File: config.mk
export PLATFORM = sky130hd
export DESIGN_NAME = intseq_top
export DESIGN_NICKNAME = d
export VERILOG_FILES = /design/src/rtl/intseq_pkg.sv /design/src/rtl/intseq_arbiter.sv /design/src/rtl/intseq_fsm.sv /design/src/rtl/intseq_dp.sv /design/src/rtl/intseq_top.sv
export SDC_FILE = /design/constraint.sdc
export NUM_CORES = 1
export LEC_CHECK = 0
export ABC_CLOCK_PERIOD_IN_PS = 1900
export BUFFER_PORTS_ARGS = -buffer_cell sky130_fd_sc_hd__buf_2
export CAP_MARGIN = 20
export CORE_ASPECT_RATIO = 1.25
export CORE_MARGIN = 3
export CORE_UTILIZATION = 43
export DETAILED_ROUTE_END_ITERATION = 8
export GPL_TIMING_DRIVEN = 0
export PLACE_DENSITY = 0.78
export SYNTH_ARGS = -nofsm -noshare
export SYNTH_HDL_FRONTEND = slang
export SYNTH_SLANG_ARGS = --single-unit
File: constraint.sdc
create_clock -name clk -period 1.9 [get_ports clk]
set_clock_uncertainty 0.2 [all_clocks]
set_input_delay 0.475 -clock clk [delete_from_list [all_inputs] [get_ports clk]]
set_output_delay 0.475 -clock clk [all_outputs]
set_load 0.01 [all_outputs]
File: src/rtl/intseq_pkg.sv
package intseq_pkg;

  // Kind of entry being carried out
  typedef enum logic [1:0] {
    K_RESET = 2'd0,
    K_NMI   = 2'd1,
    K_IRQ   = 2'd2
  } kind_t;

  // Sequencer states; every state except ST_IDLE is a busy cycle
  typedef enum logic [2:0] {
    ST_IDLE   = 3'd0,
    ST_PUSH_H = 3'd1,
    ST_PUSH_L = 3'd2,
    ST_PUSH_P = 3'd3,
    ST_VEC_L  = 3'd4,
    ST_VEC_H  = 3'd5,
    ST_VEC_W  = 3'd6,
    ST_LOAD   = 3'd7
  } state_t;

  localparam int SW = 8;

  localparam logic [SW-1:0] FLAG_I = 8'h04;
  localparam logic [SW-1:0] FLAG_B = 8'h10;
  localparam logic [SW-1:0] FLAG_U = 8'h20;

  localparam logic [SW-1:0] RESET_STATUS = FLAG_I;

endpackage

File: src/rtl/intseq_arbiter.sv
module intseq_arbiter
  import intseq_pkg::*;
#(
  parameter int NSRC = 4
) (
  input  logic            clk,
  input  logic            rst,
  input  logic            eval,
  input  logic [NSRC-1:0] irq_src,
  input  logic            irq_pulse,
  input  logic            nmi_req,
  input  logic            jammed,
  input  logic            i_prev,
  output logic            take_nmi,
  output logic            take_irq
);

  logic nmi_pend_q;
  logic os_pend_q;
  logic nmi_seen;
  logic os_seen;
  logic irq_any;

  assign nmi_seen = nmi_pend_q | nmi_req;
  assign os_seen  = os_pend_q | irq_pulse;
  assign irq_any  = (|irq_src) | os_seen;

  // Non-maskable first; a seen non-maskable request blocks the maskable
  // path at this boundary even when it is itself refused.
  assign take_nmi = eval & nmi_seen & ~jammed;
  assign take_irq = eval & ~nmi_seen & irq_any & ~i_prev & ~jammed;

  // Strobed requests are consumed at every evaluation
  always_ff @(posedge clk) begin
    if (rst) begin
      nmi_pend_q <= 1'b0;
      os_pend_q  <= 1'b0;
    end else if (eval) begin
      nmi_pend_q <= 1'b0;
      os_pend_q  <= 1'b0;
    end else begin
      nmi_pend_q <= nmi_seen;
      os_pend_q  <= os_seen;
    end
  end

endmodule

File: src/rtl/intseq_fsm.sv
module intseq_fsm
  import intseq_pkg::*;
(
  input  logic   clk,
  input  logic   rst,
  input  logic   accept,
  input  kind_t  kind_in,
  output state_t state,
  output kind_t  kind,
  output logic   busy
);

  state_t state_d;

  always_comb begin
    state_d = state;
    unique case (state)
      ST_IDLE:   if (accept) state_d = ST_PUSH_H;
      ST_PUSH_H: state_d = ST_PUSH_L;
      ST_PUSH_L: state_d = ST_PUSH_P;
      ST_PUSH_P: state_d = ST_VEC_L;
      ST_VEC_L:  state_d = ST_VEC_H;
      ST_VEC_H:  state_d = ST_VEC_W;
      ST_VEC_W:  state_d = ST_LOAD;
      ST_LOAD:   state_d = ST_IDLE;
      default:   state_d = ST_IDLE;
    endcase
  end

  // Reset parks the machine on the first vector read with kind RESET
  always_ff @(posedge clk) begin
    if (rst) begin
      state <= ST_VEC_L;
      kind  <= K_RESET;
    end else begin
      state <= state_d;
      if (state == ST_IDLE && accept) kind <= kind_in;
    end
  end

  assign busy = (state != ST_IDLE);

endmodule

File: src/rtl/intseq_dp.sv
module intseq_dp
  import intseq_pkg::*;
#(
  parameter int             DW         = 8,
  parameter logic [DW-1:0]  STACK_PAGE = 8'h01,
  parameter logic [2*DW-1:0] VEC_NMI   = 16'hFFFA,
  parameter logic [2*DW-1:0] VEC_RST   = 16'hFFFC,
  parameter logic [2*DW-1:0] VEC_IRQ   = 16'hFFFE
) (
  input  logic            clk,
  input  logic            rst,
  input  logic            accept,
  input  state_t          state,
  input  kind_t           kind,
  input  logic [2*DW-1:0] cur_pc,
  input  logic [SW-1:0]   cur_p,
  input  logic [DW-1:0]   sp_in,
  input  logic [DW-1:0]   mem_rdata,
  output logic [2*DW-1:0] mem_addr,
  output logic [DW-1:0]   mem_wdata,
  output logic            mem_wr,
  output logic            mem_rd,
  output logic [2*DW-1:0] pc_out,
  output logic            pc_load,
  output logic [SW-1:0]   p_out,
  output logic            p_load,
  output logic [DW-1:0]   sp_out,
  output logic            sp_load,
  output logic            jam_clr
);

  localparam int AW = 2 * DW;

  logic [AW-1:0] pc_q;
  logic [SW-1:0] p_q;
  logic [DW-1:0] sp_q;
  logic [DW-1:0] lo_q;
  logic [DW-1:0] hi_q;
  logic [AW-1:0] vec_base;
  logic [SW-1:0] stacked_p;
  logic          pushing;

  assign pushing   = (state == ST_PUSH_H) || (state == ST_PUSH_L) ||
                     (state == ST_PUSH_P);
  assign stacked_p = (p_q & ~FLAG_B) | FLAG_U;

  always_ff @(posedge clk) begin
    if (rst) begin
      pc_q <= '0;
      p_q  <= '0;
      sp_q <= '0;
      lo_q <= '0;
      hi_q <= '0;
    end else begin
      if (accept) begin
        pc_q <= cur_pc;
        p_q  <= cur_p;
        sp_q <= sp_in;
      end
      if (pushing)            sp_q <= sp_q - 1'b1;
      if (state == ST_VEC_H)  lo_q <= mem_rdata;
      if (state == ST_VEC_W)  hi_q <= mem_rdata;
    end
  end

  always_comb begin
    unique case (kind)
      K_NMI:   vec_base = VEC_NMI;
      K_IRQ:   vec_base = VEC_IRQ;
      default: vec_base = VEC_RST;
    endcase
  end

  // Port outputs are multiplexed from the state and the latched data only
  always_comb begin
    mem_addr  = '0;
    mem_wdata = '0;
    mem_wr    = 1'b0;
    mem_rd    = 1'b0;
    pc_load   = 1'b0;
    p_load    = 1'b0;
    sp_load   = 1'b0;
    jam_clr   = 1'b0;
    p_out     = '0;
    unique case (state)
      ST_PUSH_H: begin
        mem_wr    = 1'b1;
        mem_addr  = {STACK_PAGE, sp_q};
        mem_wdata = pc_q[AW-1:DW];
      end
      ST_PUSH_L: begin
        mem_wr    = 1'b1;
        mem_addr  = {STACK_PAGE, sp_q};
        mem_wdata = pc_q[DW-1:0];
      end
      ST_PUSH_P: begin
        mem_wr    = 1'b1;
        mem_addr  = {STACK_PAGE, sp_q};
        mem_wdata = DW'(stacked_p);
      end
      ST_VEC_L: begin
        mem_rd   = 1'b1;
        mem_addr = vec_base;
      end
      ST_VEC_H: begin
        mem_rd   = 1'b1;
        mem_addr = vec_base + AW'(1);
      end
      ST_LOAD: begin
        pc_load = 1'b1;
        p_load  = 1'b1;
        unique case (kind)
          K_NMI: begin
            p_out   = p_q & ~FLAG_B;
            sp_load = 1'b1;
          end
          K_IRQ: begin
            p_out   = (p_q & ~FLAG_B) | FLAG_I;
            sp_load = 1'b1;
          end
          default: begin
            p_out   = RESET_STATUS;
            jam_clr = 1'b1;
          end
        endcase
      end
      default: ;
    endcase
  end

  assign pc_out = {hi_q, lo_q};
  assign sp_out = sp_q;

endmodule

File: src/rtl/intseq_top.sv
module intseq_top
  import intseq_pkg::*;
#(
  parameter int              DW         = 8,
  parameter int              NSRC       = 4,
  parameter logic [DW-1:0]   STACK_PAGE = 8'h01,
  parameter logic [2*DW-1:0] VEC_NMI    = 16'hFFFA,
  parameter logic [2*DW-1:0] VEC_RST    = 16'hFFFC,
  parameter logic [2*DW-1:0] VEC_IRQ    = 16'hFFFE
) (
  input  logic            clk,
  input  logic            rst,
  input  logic [NSRC-1:0] irq_src,
  input  logic            irq_pulse,
  input  logic            nmi_req,
  input  logic            jammed,
  input  logic            insn_boundary,
  input  logic            i_prev,
  input  logic [2*DW-1:0] cur_pc,
  input  logic [7:0]      cur_p,
  input  logic [DW-1:0]   sp_in,
  input  logic [DW-1:0]   mem_rdata,
  output logic [2*DW-1:0] mem_addr,
  output logic [DW-1:0]   mem_wdata,
  output logic            mem_wr,
  output logic            mem_rd,
  output logic            busy,
  output logic [2*DW-1:0] pc_out,
  output logic            pc_load,
  output logic [7:0]      p_out,
  output logic            p_load,
  output logic [DW-1:0]   sp_out,
  output logic            sp_load,
  output logic            jam_clr
);

  logic   eval;
  logic   take_nmi;
  logic   take_irq;
  logic   accept;
  kind_t  kind_in;
  kind_t  kind;
  state_t state;

  assign eval    = insn_boundary & ~busy;
  assign accept  = take_nmi | take_irq;
  assign kind_in = take_nmi ? K_NMI : K_IRQ;

  intseq_arbiter #(.NSRC(NSRC)) u_arb (
    .clk       (clk),
    .rst       (rst),
    .eval      (eval),
    .irq_src   (irq_src),
    .irq_pulse (irq_pulse),
    .nmi_req   (nmi_req),
    .jammed    (jammed),
    .i_prev    (i_prev),
    .take_nmi  (take_nmi),
    .take_irq  (take_irq)
  );

  intseq_fsm u_fsm (
    .clk     (clk),
    .rst     (rst),
    .accept  (accept),
    .kind_in (kind_in),
    .state   (state),
    .kind    (kind),
    .busy    (busy)
  );

  intseq_dp #(
    .DW         (DW),
    .STACK_PAGE (STACK_PAGE),
    .VEC_NMI    (VEC_NMI),
    .VEC_RST    (VEC_RST),
    .VEC_IRQ    (VEC_IRQ)
  ) u_dp (
    .clk       (clk),
    .rst       (rst),
    .accept    (accept),
    .state     (state),
    .kind      (kind),
    .cur_pc    (cur_pc),
    .cur_p     (cur_p),
    .sp_in     (sp_in),
    .mem_rdata (mem_rdata),
    .mem_addr  (mem_addr),
    .mem_wdata (mem_wdata),
    .mem_wr    (mem_wr),
    .mem_rd    (mem_rd),
    .pc_out    (pc_out),
    .pc_load   (pc_load),
    .p_out     (p_out),
    .p_load    (p_load),
    .sp_out    (sp_out),
    .sp_load   (sp_load),
    .jam_clr   (jam_clr)
  );

endmodule

==> results.sh, run 1 <==
export IMPL_status="complete, but fails checks"
export IMPL_violations="setup timing"
export IMPL_grt_total_usage_pct=25.7
export IMPL_period_share_pct=122
export IMPL_p_seq_share_pct=42.0
export IMPL_insertion_delay_ns=0.33
export IMPL_grt_max_degree=19
export IMPL_drc=0
export IMPL_grt_pass1_wl_um=14900
export IMPL_worst_slew_pin_slew_ns=0.745
export IMPL_ioPinCount=114
export IMPL_finalSetupTns_ns=-18.39
export IMPL_worst_slack_ns=-0.413
export IMPL_synth_edff_count=0
export IMPL_synth_area_leader_cell="dfxtp_1"
export IMPL_num_vias=3274
export IMPL_setup_violations=72
export IMPL_place_hpwl_um=5930
export IMPL_ctsLongestPathBuffers=2
export IMPL_ctsHoldBuffers=0
export IMPL_core_rowCount=31
export IMPL_fmax_ghz=0.432
export IMPL_critPathBufInv=6
export IMPL_min_period_ns=2.31
export IMPL_clkPwrFrac_pct=29.2
export IMPL_crit_chain="buf_6 > buf_6 > nor3_4 > inv_2 > nor3b_4 > buf_4 > buf_6 > buf_8 > nand3_1 > a21oi_1"
export IMPL_drv_slew=0
export IMPL_fillers=405
export IMPL_clkTransAtPathRegs_ns=0.12
export IMPL_clkSinkCount=54
export IMPL_fin_nets=547
export IMPL_ys_top_cells_by_area="dfxtp_1, a21oi_1, nand3_1, o21ai_0, nand2_1"
export IMPL_seq_area_frac_synth_pct=40.3
export IMPL_ys_types=46
export IMPL_hold_viol=0
export IMPL_drtAntennaViolNets=0
export IMPL_vdd_drop_max_mv=0.697
export IMPL_cp_depth=10
export IMPL_cts_made_buffers=5
export IMPL_internal_power_mw=1.99
export IMPL_critPathLaunchType="register"
export IMPL_netlist_area_um2=2680
export IMPL_layout_common_cells="buf_2, dfxtp_1, buf_4, buf_6, a21oi_1"
export IMPL_p_leak_nw=1.90
export IMPL_crit_path_frequent_cell="buf_6"
export IMPL_cp_max_fo=6
export IMPL_rsz0062_at_grt="yes"
export IMPL_cp_top_family="buffers and inverters"
export IMPL_drive_above_1_share_pct=57.0
export IMPL_cp_required_ns=1.95
export IMPL_cp_slowest_cell="dfxtp_2"
export IMPL_cp_arrival_ns=2.36
export IMPL_cts_tree="yes"
export IMPL_hold_class="input pin to register"
export IMPL_whs_path_depth=3
export IMPL_switching_share_pct=31.2
export IMPL_ys_flop_type="dfxtp_1"
export IMPL_antenna_cells=0
export IMPL_dieArea_um2=7230
export IMPL_r2r_cells=10
export IMPL_ys_ff_latch=54
export IMPL_port_buffers=110
export IMPL_grt_pass1_vias=3075
export IMPL_first_iter_violations=158
export IMPL_pwr_share_comb_pct=28.8
export IMPL_syn_to_final_growth_pct=67.7
export IMPL_endpoint_kind="register"
export IMPL_gp_congestion=0.889
export IMPL_yosys_warnings=0
export IMPL_postSynth_asyncResetShare_pct=0
export IMPL_die_h_um=94.3
export IMPL_p_sw_mw=0.903
export IMPL_wire_per_inst_um=18.2
export IMPL_drv_cap=0
export IMPL_syn_inst=331
export IMPL_p_per_area_nw_per_um2=643
export IMPL_cts_root_buf="clkbuf_8"
export IMPL_final_common_cell="buf_2"
export IMPL_relSlewSlack_pct=50.3
export IMPL_crit_path_max_incr_delay_ns=0.35
export IMPL_drt_vias_per_instance=5.69
export IMPL_coreArea_um2=5930
export IMPL_finalPower_mw=2.89
export IMPL_wl_um=10500
export IMPL_yosysTopAreaCellShare_pct=40.3
export IMPL_synth_area_per_cell_um2=8.10
export IMPL_h_tree_depth=2
export IMPL_antenna_found_initial=0
export IMPL_crit_type="register to register"
export IMPL_initial_core_util_pct=45.2
export IMPL_fp_dieW_um=76.6
export IMPL_gr_total_overflow=0
export IMPL_dr_pass1_iters=4
export IMPL_synth_net_count=386
-- sequential cells by signal, indices dropped and copies added, names as in the netlist --
signal	flops
u_fsm.state	3
u_arb.nmi_pend_q	1
u_dp.pc_q	16
u_arb.os_pend_q	1
u_dp.sp_out	8
u_fsm.kind	2
u_dp.lo_q	8
u_dp.p_q	7
u_dp.hi_q	8
-- stage by stage --
step	hold WS [ns]	utilization, %	setup WS [ns]	instance area, µm²	cells
CTS	0.176	67.8	-0.353	4020	557
global placement	0.240	56.3	-0.340	3340	523
floorplan	0.249	-	-0.00630	2690	331
finish	0.183	75.8	-0.413	4500	575
detailed placement	0.245	56.3	-0.377	3340	523
global route	0.178	75.8	-0.457	4500	575
-- kinds of logic after synthesis --
kind of cell    Yosys count  share of synthesized area, %
simple gates            107                          20.2
mux                      15                          5.92
compound gates          103                          23.0
xor+xnor                  1                         0.327
fa+ha+maj                 4                          1.87
other cells               1                         0.140
flops                    54                          40.3
buf+inv                  46                          8.21
-- what timing repair did --
item / 4_1_cts / 5_1_grt
cloned: 5 / 1
pin swaps: 19 / 64
setup buffers: 21 / 22
endpoints found under the setup margin: 71 / 79
resized for setup: 101 / 90
-- final cells by class --
| type | count | area, µm² | share of cell area, % |
|---|---|---|---|
| Buffer | 34 | 262 | 5.81 |
| Clock buffer | 5 | 68.8 | 1.53 |
| Clock inverter | 3 | 48.8 | 1.08 |
| Inverter | 9 | 56.3 | 1.25 |
| Multi-Input combinational cell | 231 | 1760 | 39.2 |
| Sequential cell | 54 | 1090 | 24.2 |
| Tap cell | 82 | 103 | 2.28 |
| Timing Repair Buffer | 157 | 1110 | 24.6 |
-- worst register-to-register path, cell delays in order (launching register included) --
cell and delay, ns:
dfxtp_2 0.35, buf_6 0.13, buf_6 0.12, nor3_4 0.27, inv_2 0.11, nor3b_4 0.35, buf_4 0.18, buf_6 0.11
buf_8 0.12, nand3_1 0.10, a21oi_1 0.19
-- power groups by stage --
| stage | logic (mW) | clock network, mW | registers [mW] |
|---|---|---|---|
| finish | 0.834 | 0.844 | 1.21 |
| floorplan | 0.319 | 0 | 1.24 |
| CTS | 0.708 | 0.832 | 1.21 |
| global route | 0.891 | 0.887 | 1.22 |
| global placement | 0.548 | 0 | 1.23 |
| detailed placement | 0.556 | 0 | 1.23 |
-- cell usage after synthesis (all sizes together), types with 3 or more instances --
library cell,instances
nand3b,3
clkbuf,17
o21ai,30
a21oi,39
nand2b,3
nand2,24
a22oi,7
mux2,7
inv,9
a31oi,4
nor3,5
mux2i,8
buf,20
nor4,4
nor2,21
a211oi,6
ha,4
dfxtp,54
nand3,35
and2,7
-- layer usage --
layer	up-vias	global-route usage [%]	routed length (µm)
met5	-	0	0
met4	0	13.4	482
met3	38	4.51	777
met2	189	46.0	5410
met1	1554	29.4	3830
li1	1493	-	-
-- final timing paths --
kind                                             startpoint                         to  slack (ns)
worst max-delay path            u_fsm.state[1]$_SDFFE_PP0P_  u_dp.pc_q[1]$_SDFFE_PP0P_       -0.41
worst min-delay path                           mem_rdata[5]  u_dp.hi_q[5]$_SDFFE_PP0P_        0.18
worst max register to register  u_fsm.state[1]$_SDFFE_PP0P_  u_dp.pc_q[1]$_SDFFE_PP0P_       -0.41
worst min register to register    u_dp.lo_q[1]$_SDFFE_PP0N_  u_dp.lo_q[1]$_SDFFE_PP0N_        0.26
Note: power is estimated with default switching activity, not from simulation.
==> inputs of run 2 (changes only) <==
--- a/config.mk
+++ b/config.mk
@@ -8,7 +8,6 @@
 export ABC_CLOCK_PERIOD_IN_PS = 1900
 export BUFFER_PORTS_ARGS = -buffer_cell sky130_fd_sc_hd__buf_2
 export CAP_MARGIN = 20
-export CORE_ASPECT_RATIO = 1.25
 export CORE_MARGIN = 3
 export CORE_UTILIZATION = 43
 export DETAILED_ROUTE_END_ITERATION = 8
==> run 2 against run 1 <==
Effect of this change: the flow still finishes with violations (setup timing); die area about the same; maximum frequency decreased by 2.3%; non-clock buffer count decreased by 3; register-to-register slack improved by 0.07 ns; combinational power decreased by 2%; first-iteration DRC count increased by 66%; global-route usage increased by 2.5 points; setup slack got worse by 0.054 ns; clock power decreased by 17%.
==> results.sh, run 2 (synthesis results as in run 1) <==
export IMPL_antenna_found_initial=0
export IMPL_relSlewSlack_pct=45.6
export IMPL_worst_slack_ns=-0.466
export IMPL_grt_pass1_wl_um=16300
export IMPL_dieArea_um2=7220
export IMPL_port_buffers=110
export IMPL_grt_total_usage_pct=28.2
export IMPL_drive_above_1_share_pct=61.4
export IMPL_hold_viol=0
export IMPL_crit_chain="buf_6 > buf_4 > o21bai_4 > inv_2 > buf_6 > nand2_1 > nand2_1 > buf_2"
export IMPL_violations="setup timing"
export IMPL_gp_congestion=0.865
export IMPL_multi_input_area_um2=1950
export IMPL_fin_cells=565
export IMPL_crit_path_max_incr_delay_ns=0.34
export IMPL_vdd_drop_max_mv=0.355
export IMPL_fp_dieW_um=85.0
export IMPL_die_h_um=85.0
export IMPL_rsz0062_at_grt="yes"
export IMPL_largest_reg_flops=16
export IMPL_antenna_cells=0
export IMPL_endpoint_kind="output port"
export IMPL_hold_ws_ns=0.168
export IMPL_top_register="u_dp.pc_q"
export IMPL_min_period_ns=2.37
export IMPL_clkTransAtPathRegs_ns=0.10
export IMPL_worst_slew_pin_slew_ns=0.816
export IMPL_wl_um=12400
export IMPL_layout_common_cells="buf_2, dfxtp_1, buf_4, buf_6, a21oi_1"
export IMPL_p_per_area_nw_per_um2=596
export IMPL_hold_class="input pin to register"
export IMPL_fin_nets=544
export IMPL_coreArea_um2=5990
export IMPL_dr_pass1_iters=5
export IMPL_finalSetupTns_ns=-18.24
export IMPL_wire_per_inst_um=22.0
export IMPL_insertion_delay_ns=0.32
export IMPL_cp_required_ns=1.22
export IMPL_grt_max_degree=17
export IMPL_cp_slowest_cell="dfxtp_2"
export IMPL_h_tree_depth=2
export IMPL_seqCellArea_um2=1090
export IMPL_dp_cells=516
export IMPL_first_iter_violations=262
export IMPL_gr_total_overflow=0
export IMPL_clkSinkCount=54
export IMPL_setup_violations=71
export IMPL_ctsLongestPathBuffers=2
export IMPL_final_common_cell="buf_2"
export IMPL_drc=0
export IMPL_num_vias=3518
export IMPL_fillers=340
export IMPL_cp_max_fo=7
export IMPL_cts_root_buf="clkbuf_8"
export IMPL_fmax_ghz=0.423
export IMPL_syn_to_final_growth_pct=71.0
export IMPL_finalPower_mw=2.74
export IMPL_ioPinCount=114
export IMPL_cp_arrival_ns=1.69
export IMPL_status="complete, but fails checks"
export IMPL_p_leak_nw=1.91
export IMPL_period_share_pct=125
export IMPL_cts_made_buffers=5
export IMPL_drt_vias_per_instance=6.23
export IMPL_ctsHoldBuffers=0
export IMPL_grt_pass1_vias=3157
export IMPL_critPathLaunchType="register"
export IMPL_drtAntennaViolNets=0
export IMPL_crit_type="register to output port"
export IMPL_core_rowCount=28
export IMPL_cts_tree="yes"
export IMPL_drv_cap=0
export IMPL_place_hpwl_um=5900
export IMPL_initial_core_util_pct=44.8
export IMPL_drv_slew=0
==> run 2: cell types whose count changed in the layout (fill, tap and decap cells not counted), sizes merged <==
cell and delta:
bufinv -1, buf -2
==> run 2: final timing paths <==
| kind | startpoint | end | slack, ns | cells after the start |
|---|---|---|---|---|
| setup reg to reg | u_fsm.state[1]$_SDFFE_PP0P_ | u_dp.sp_out[6]$_SDFFE_PP0P_ | -0.34 | 10 |
| hold / removal | insn_boundary | u_arb.os_pend_q$_SDFF_PP0_ | 0.17 | 2 |
| setup / recovery | u_fsm.state[1]$_SDFFE_PP0P_ | mem_addr[5] | -0.47 | 8 |
| hold reg to reg | u_dp.lo_q[7]$_SDFFE_PP0N_ | u_dp.lo_q[7]$_SDFFE_PP0N_ | 0.26 | 2 |
==> run 2: cell type report <==
type                    instances  area share (%)
plain buffers                  36            6.52
clock buffers                   6            1.80
clock inverters                 2           0.273
inverters                       9            1.01
multi-input cells             231            42.6
flip-flops and latches         54            23.7
well taps                      75            2.05
repair buffers                152            22.1
==> run 2: repair_timing <==
action / CTS / global route
endpoints found under the setup margin: 65 / 72
setup buffers: 28 / 9
cloned: 5 / 1
resized for setup: 140 / 102
pin swaps: 47 / 55
==> run 2: worst max-delay path: cells and delay by family (launching register included) <==
family	cells	cell delay [ns]
buffers and inverters	5	0.67
DFF	1	0.34
AOI/OAI and AO/OA	1	0.22
and+or+nand+nor	2	0.15
==> run 2: metal layers <==
layer	wire length [µm]	part of all wire (%)	vias up	global-route usage [%]
li1	-	-	1487	-
met1	4450	36	1646	34.0
met2	5960	48	305	47.6
met3	1280	10	80	5.83
met4	733	5.9	0	14.0
met5	0	0	-	0
==> run 2: per-stage QoR <==
step / utilization (%) / cell area [µm²] / setup slack, ns
floorplan: - / 2690 / -0.00630
global placement: 55.6 / 3330 / -0.371
detailed placement: 55.6 / 3330 / -0.369
CTS: 68.0 / 4070 / -0.336
global route: 76.6 / 4590 / -0.475
finish: 76.6 / 4590 / -0.466
==> run 2: where the power goes <==
group	internal, mW	switching, mW	total [mW]
Sequential	1.18	0.0390	1.22
Clock	0.294	0.407	0.701
Combinational	0.353	0.464	0.817
Total	1.83	0.910	2.74
==> inputs of run 3 (changes only) <==
--- a/config.mk
+++ b/config.mk
@@ -5,14 +5,15 @@
 export SDC_FILE = /design/constraint.sdc
 export NUM_CORES = 1
 export LEC_CHECK = 0
-export ABC_CLOCK_PERIOD_IN_PS = 1900
+export ABC_CLOCK_PERIOD_IN_PS = 2220
 export BUFFER_PORTS_ARGS = -buffer_cell sky130_fd_sc_hd__buf_2
 export CAP_MARGIN = 20
 export CORE_MARGIN = 3
-export CORE_UTILIZATION = 43
+export CORE_UTILIZATION = 48
 export DETAILED_ROUTE_END_ITERATION = 8
 export GPL_TIMING_DRIVEN = 0
-export PLACE_DENSITY = 0.78
+export PLACE_DENSITY = 0.82
+export RECOVER_POWER = 50
 export SYNTH_ARGS = -nofsm -noshare
 export SYNTH_HDL_FRONTEND = slang
 export SYNTH_SLANG_ARGS = --single-unit
==> constraint.sdc (replaced) <==
create_clock -name clk -period 2.22 [get_ports clk]
set_clock_uncertainty 0.2 [all_clocks]
set_input_delay 0.555 -clock clk [delete_from_list [all_inputs] [get_ports clk]]
set_output_delay 0.555 -clock clk [all_outputs]
set_load 0.01 [all_outputs]
==> run 3 against run 2 <==
Effect of this change: the run still ends with setup timing left; utilization down 4.0 points; register-to-register slack improved by 0.41 ns; non-clock buffer count fell by 26; sequential share of layout area increased by 4.7 points.
==> results.sh, run 3 (synthesis results as in run 1) <==
export IMPL_status="complete, but fails checks"
export IMPL_violations="setup timing"
export IMPL_die_h_um=80.8
export IMPL_cp_max_fo=8
export IMPL_finalInstanceArea_um2=3830
export IMPL_drv_slew=0
export IMPL_cp_required_ns=1.46
export IMPL_rsz0062_at_grt="yes"
export IMPL_crit_type="register to output port"
export IMPL_r2r_slack_ns=0.07
export IMPL_internal_power_mw=1.62
export IMPL_grt_pass1_vias=2751
export IMPL_p_per_area_nw_per_um2=609
export IMPL_drive_above_1_share_pct=43.8
export IMPL_grt_max_degree=19
export IMPL_cp_slowest_cell="dfxtp_2"
export IMPL_period_share_pct=109
export IMPL_h_tree_depth=2
export IMPL_core_rowCount=26
export IMPL_vdd_drop_max_mv=0.364
export IMPL_crit_path_max_incr_delay_ns=0.34
export IMPL_worst_slack_ns=-0.207
export IMPL_min_period_ns=2.43
export IMPL_grt_total_usage_pct=26.0
export IMPL_drt_vias_per_instance=5.79
export IMPL_place_hpwl_um=5880
export IMPL_cp_arrival_ns=1.67
export IMPL_dp_slack_ns=-0.216
export IMPL_hold_class="input pin to register"
export IMPL_holdPathEnd="u_arb.os_pend_q$_SDFF_PP0_"
export IMPL_switching_share_pct=30.5
export IMPL_drtAntennaViolNets=0
export IMPL_reg2reg_from="u_fsm.state[1]$_SDFFE_PP0P_"
export IMPL_p_seq_share_pct=44.5
export IMPL_fin_nets=518
export IMPL_dieArea_um2=6520
export IMPL_antenna_cells=0
export IMPL_wl_um=8980
export IMPL_grt_pass1_wl_um=13100
export IMPL_clkTransAtPathRegs_ns=0.11
export IMPL_whs_path_depth=2
export IMPL_ioPinCount=114
export IMPL_cts_root_buf="clkbuf_8"
export IMPL_drc=0
export IMPL_syn_to_final_growth_pct=42.6
export IMPL_p_sw_mw=0.711
export IMPL_gp_congestion=0.859
export IMPL_port_buffers=110
export IMPL_hold_ws_ns=0.255
export IMPL_wire_per_inst_um=16.8
export IMPL_coreArea_um2=5270
export IMPL_endpoint_kind="output port"
export IMPL_dr_pass1_iters=5
export IMPL_regToRegEndpoint="u_dp.pc_q[15]$_SDFFE_PP0P_"
export IMPL_first_iter_violations=272
export IMPL_cts_tree="yes"
export IMPL_crit_path_frequent_cell="buf_6"
export IMPL_drv_cap=0
export IMPL_layout_common_cells="buf_2, dfxtp_1, a21oi_1, nand3_1, o21ai_0"
export IMPL_antenna_found_initial=0
export IMPL_setup_violations=29
export IMPL_initial_core_util_pct=50.9
export IMPL_ctsLongestPathBuffers=2
export IMPL_pwr_share_comb_pct=25.4
export IMPL_num_vias=3094
export IMPL_gr_total_overflow=0
export IMPL_placed_area_um2=3320
export IMPL_worst_slew_pin_slew_ns=0.562
export IMPL_crit_chain="buf_6 > buf_4 > o21bai_4 > inv_2 > buf_6 > nand2_1 > o21ai_0 > buf_2"
export IMPL_hold_viol=0
export IMPL_p_leak_nw=1.67
export IMPL_r2r_cells=7
export IMPL_clkPwrFrac_pct=30.0
export IMPL_clkSinkCount=54
export IMPL_cts_made_buffers=5
export IMPL_final_common_cell="buf_2"
export IMPL_fmax_ghz=0.412
export IMPL_insertion_delay_ns=0.32
export IMPL_relSlewSlack_pct=62.5
export IMPL_top_register="u_dp.pc_q"
export IMPL_largest_reg_flops=16
export IMPL_fp_dieW_um=80.8
export IMPL_critPathLaunchType="register"
export IMPL_hp_start="insn_boundary"
run 3: changes by cell type in the layout (fill, tap and decap cells not counted), moves of 4 or more:
| cell | change |
|---|---|
| o21ai_0 | +27 |
| buf_6 | -17 |
| nand3_1 | +16 |
| a21oi_1 | +14 |
| a21oi_2 | -14 |
| o21ai_2 | -14 |
| nand3_2 | -11 |
| o21ai_1 | -8 |
| buf_4 | -7 |
| buf_8 | -5 |
| nand3_4 | -5 |
| o21ai_4 | -5 |
| clkbuf_1 | +4 |
run 3: critical path: cells and delay by family (launching register included):
family | cells | cell delay [ns]
buf+inv | 5 | 0.66
flops | 1 | 0.34
compound gates | 2 | 0.29
simple gates | 1 | 0.06
run 3: through the flow:
step | power, mW | setup TNS [ns] | cells | util, %
2_1_floorplan | 1.34 | 0 | 331 | -
3_3_place_gp | 1.51 | -2.10 | 511 | 63.0
3_5_place_dp | 1.53 | -3.21 | 511 | 63.0
4_1_cts | 2.29 | -1.19 | 530 | 70.1
5_1_grt | 2.41 | -3.99 | 534 | 72.6
6_report | 2.33 | -2.55 | 534 | 72.6
run 3: what timing repair did:
action,in CTS,in global routing
pin swaps,7,16
setup buffers,11,4
cloned,0,0
hold buffers,0,0
hold endpoints to repair,0,0
setup endpoints to repair,34,36
resized for setup,51,34
run 3: power groups by stage:
stage | clock network (mW) | logic, mW | registers, mW
CTS | 0.693 | 0.561 | 1.03
global placement | 0 | 0.460 | 1.05
global route | 0.727 | 0.639 | 1.04
finish | 0.700 | 0.592 | 1.04
floorplan | 0 | 0.272 | 1.07
detailed placement | 0 | 0.473 | 1.06
run 3: worst max path at each step:
| stage | end | start | slack [ns] |
|---|---|---|---|
| detailed placement | mem_wdata[0] | u_fsm.state[1]$_SDFFE_PP0P_ | -0.22 |
| CTS | mem_wdata[2] | u_fsm.state[1]$_SDFFE_PP0P_ | -0.12 |
| global route | mem_addr[2] | u_fsm.state[1]$_SDFFE_PP0P_ | -0.23 |
| floorplan | mem_wdata[0] | u_fsm.state[1]$_SDFFE_PP0P_ | 0.12 |
| finish | mem_addr[2] | u_fsm.state[1]$_SDFFE_PP0P_ | -0.21 |
| global placement | mem_wdata[7] | u_fsm.state[1]$_SDFFE_PP0P_ | -0.17 |
run 3: layout make-up:
class,count,area (µm²)
multi-input combinational,231,1550
fill,402,1440
sequential,54,1090
timing repair buffer,125,688
buffer,37,254
tap,70,87.6
clock buffer,5,68.8
clock inverter,3,47.5
inverter,9,45.0
run 3: metal layers:
| layer | part of all wire [%] | wire length [µm] | track usage, % |
|---|---|---|---|
| met5 | 0 | 0 | 0 |
| met2 | 47 | 4270 | 43.1 |
| met1 | 39 | 3490 | 32.8 |
| met4 | 3.5 | 315 | 9.63 |
| met3 | 10 | 911 | 6.21 |
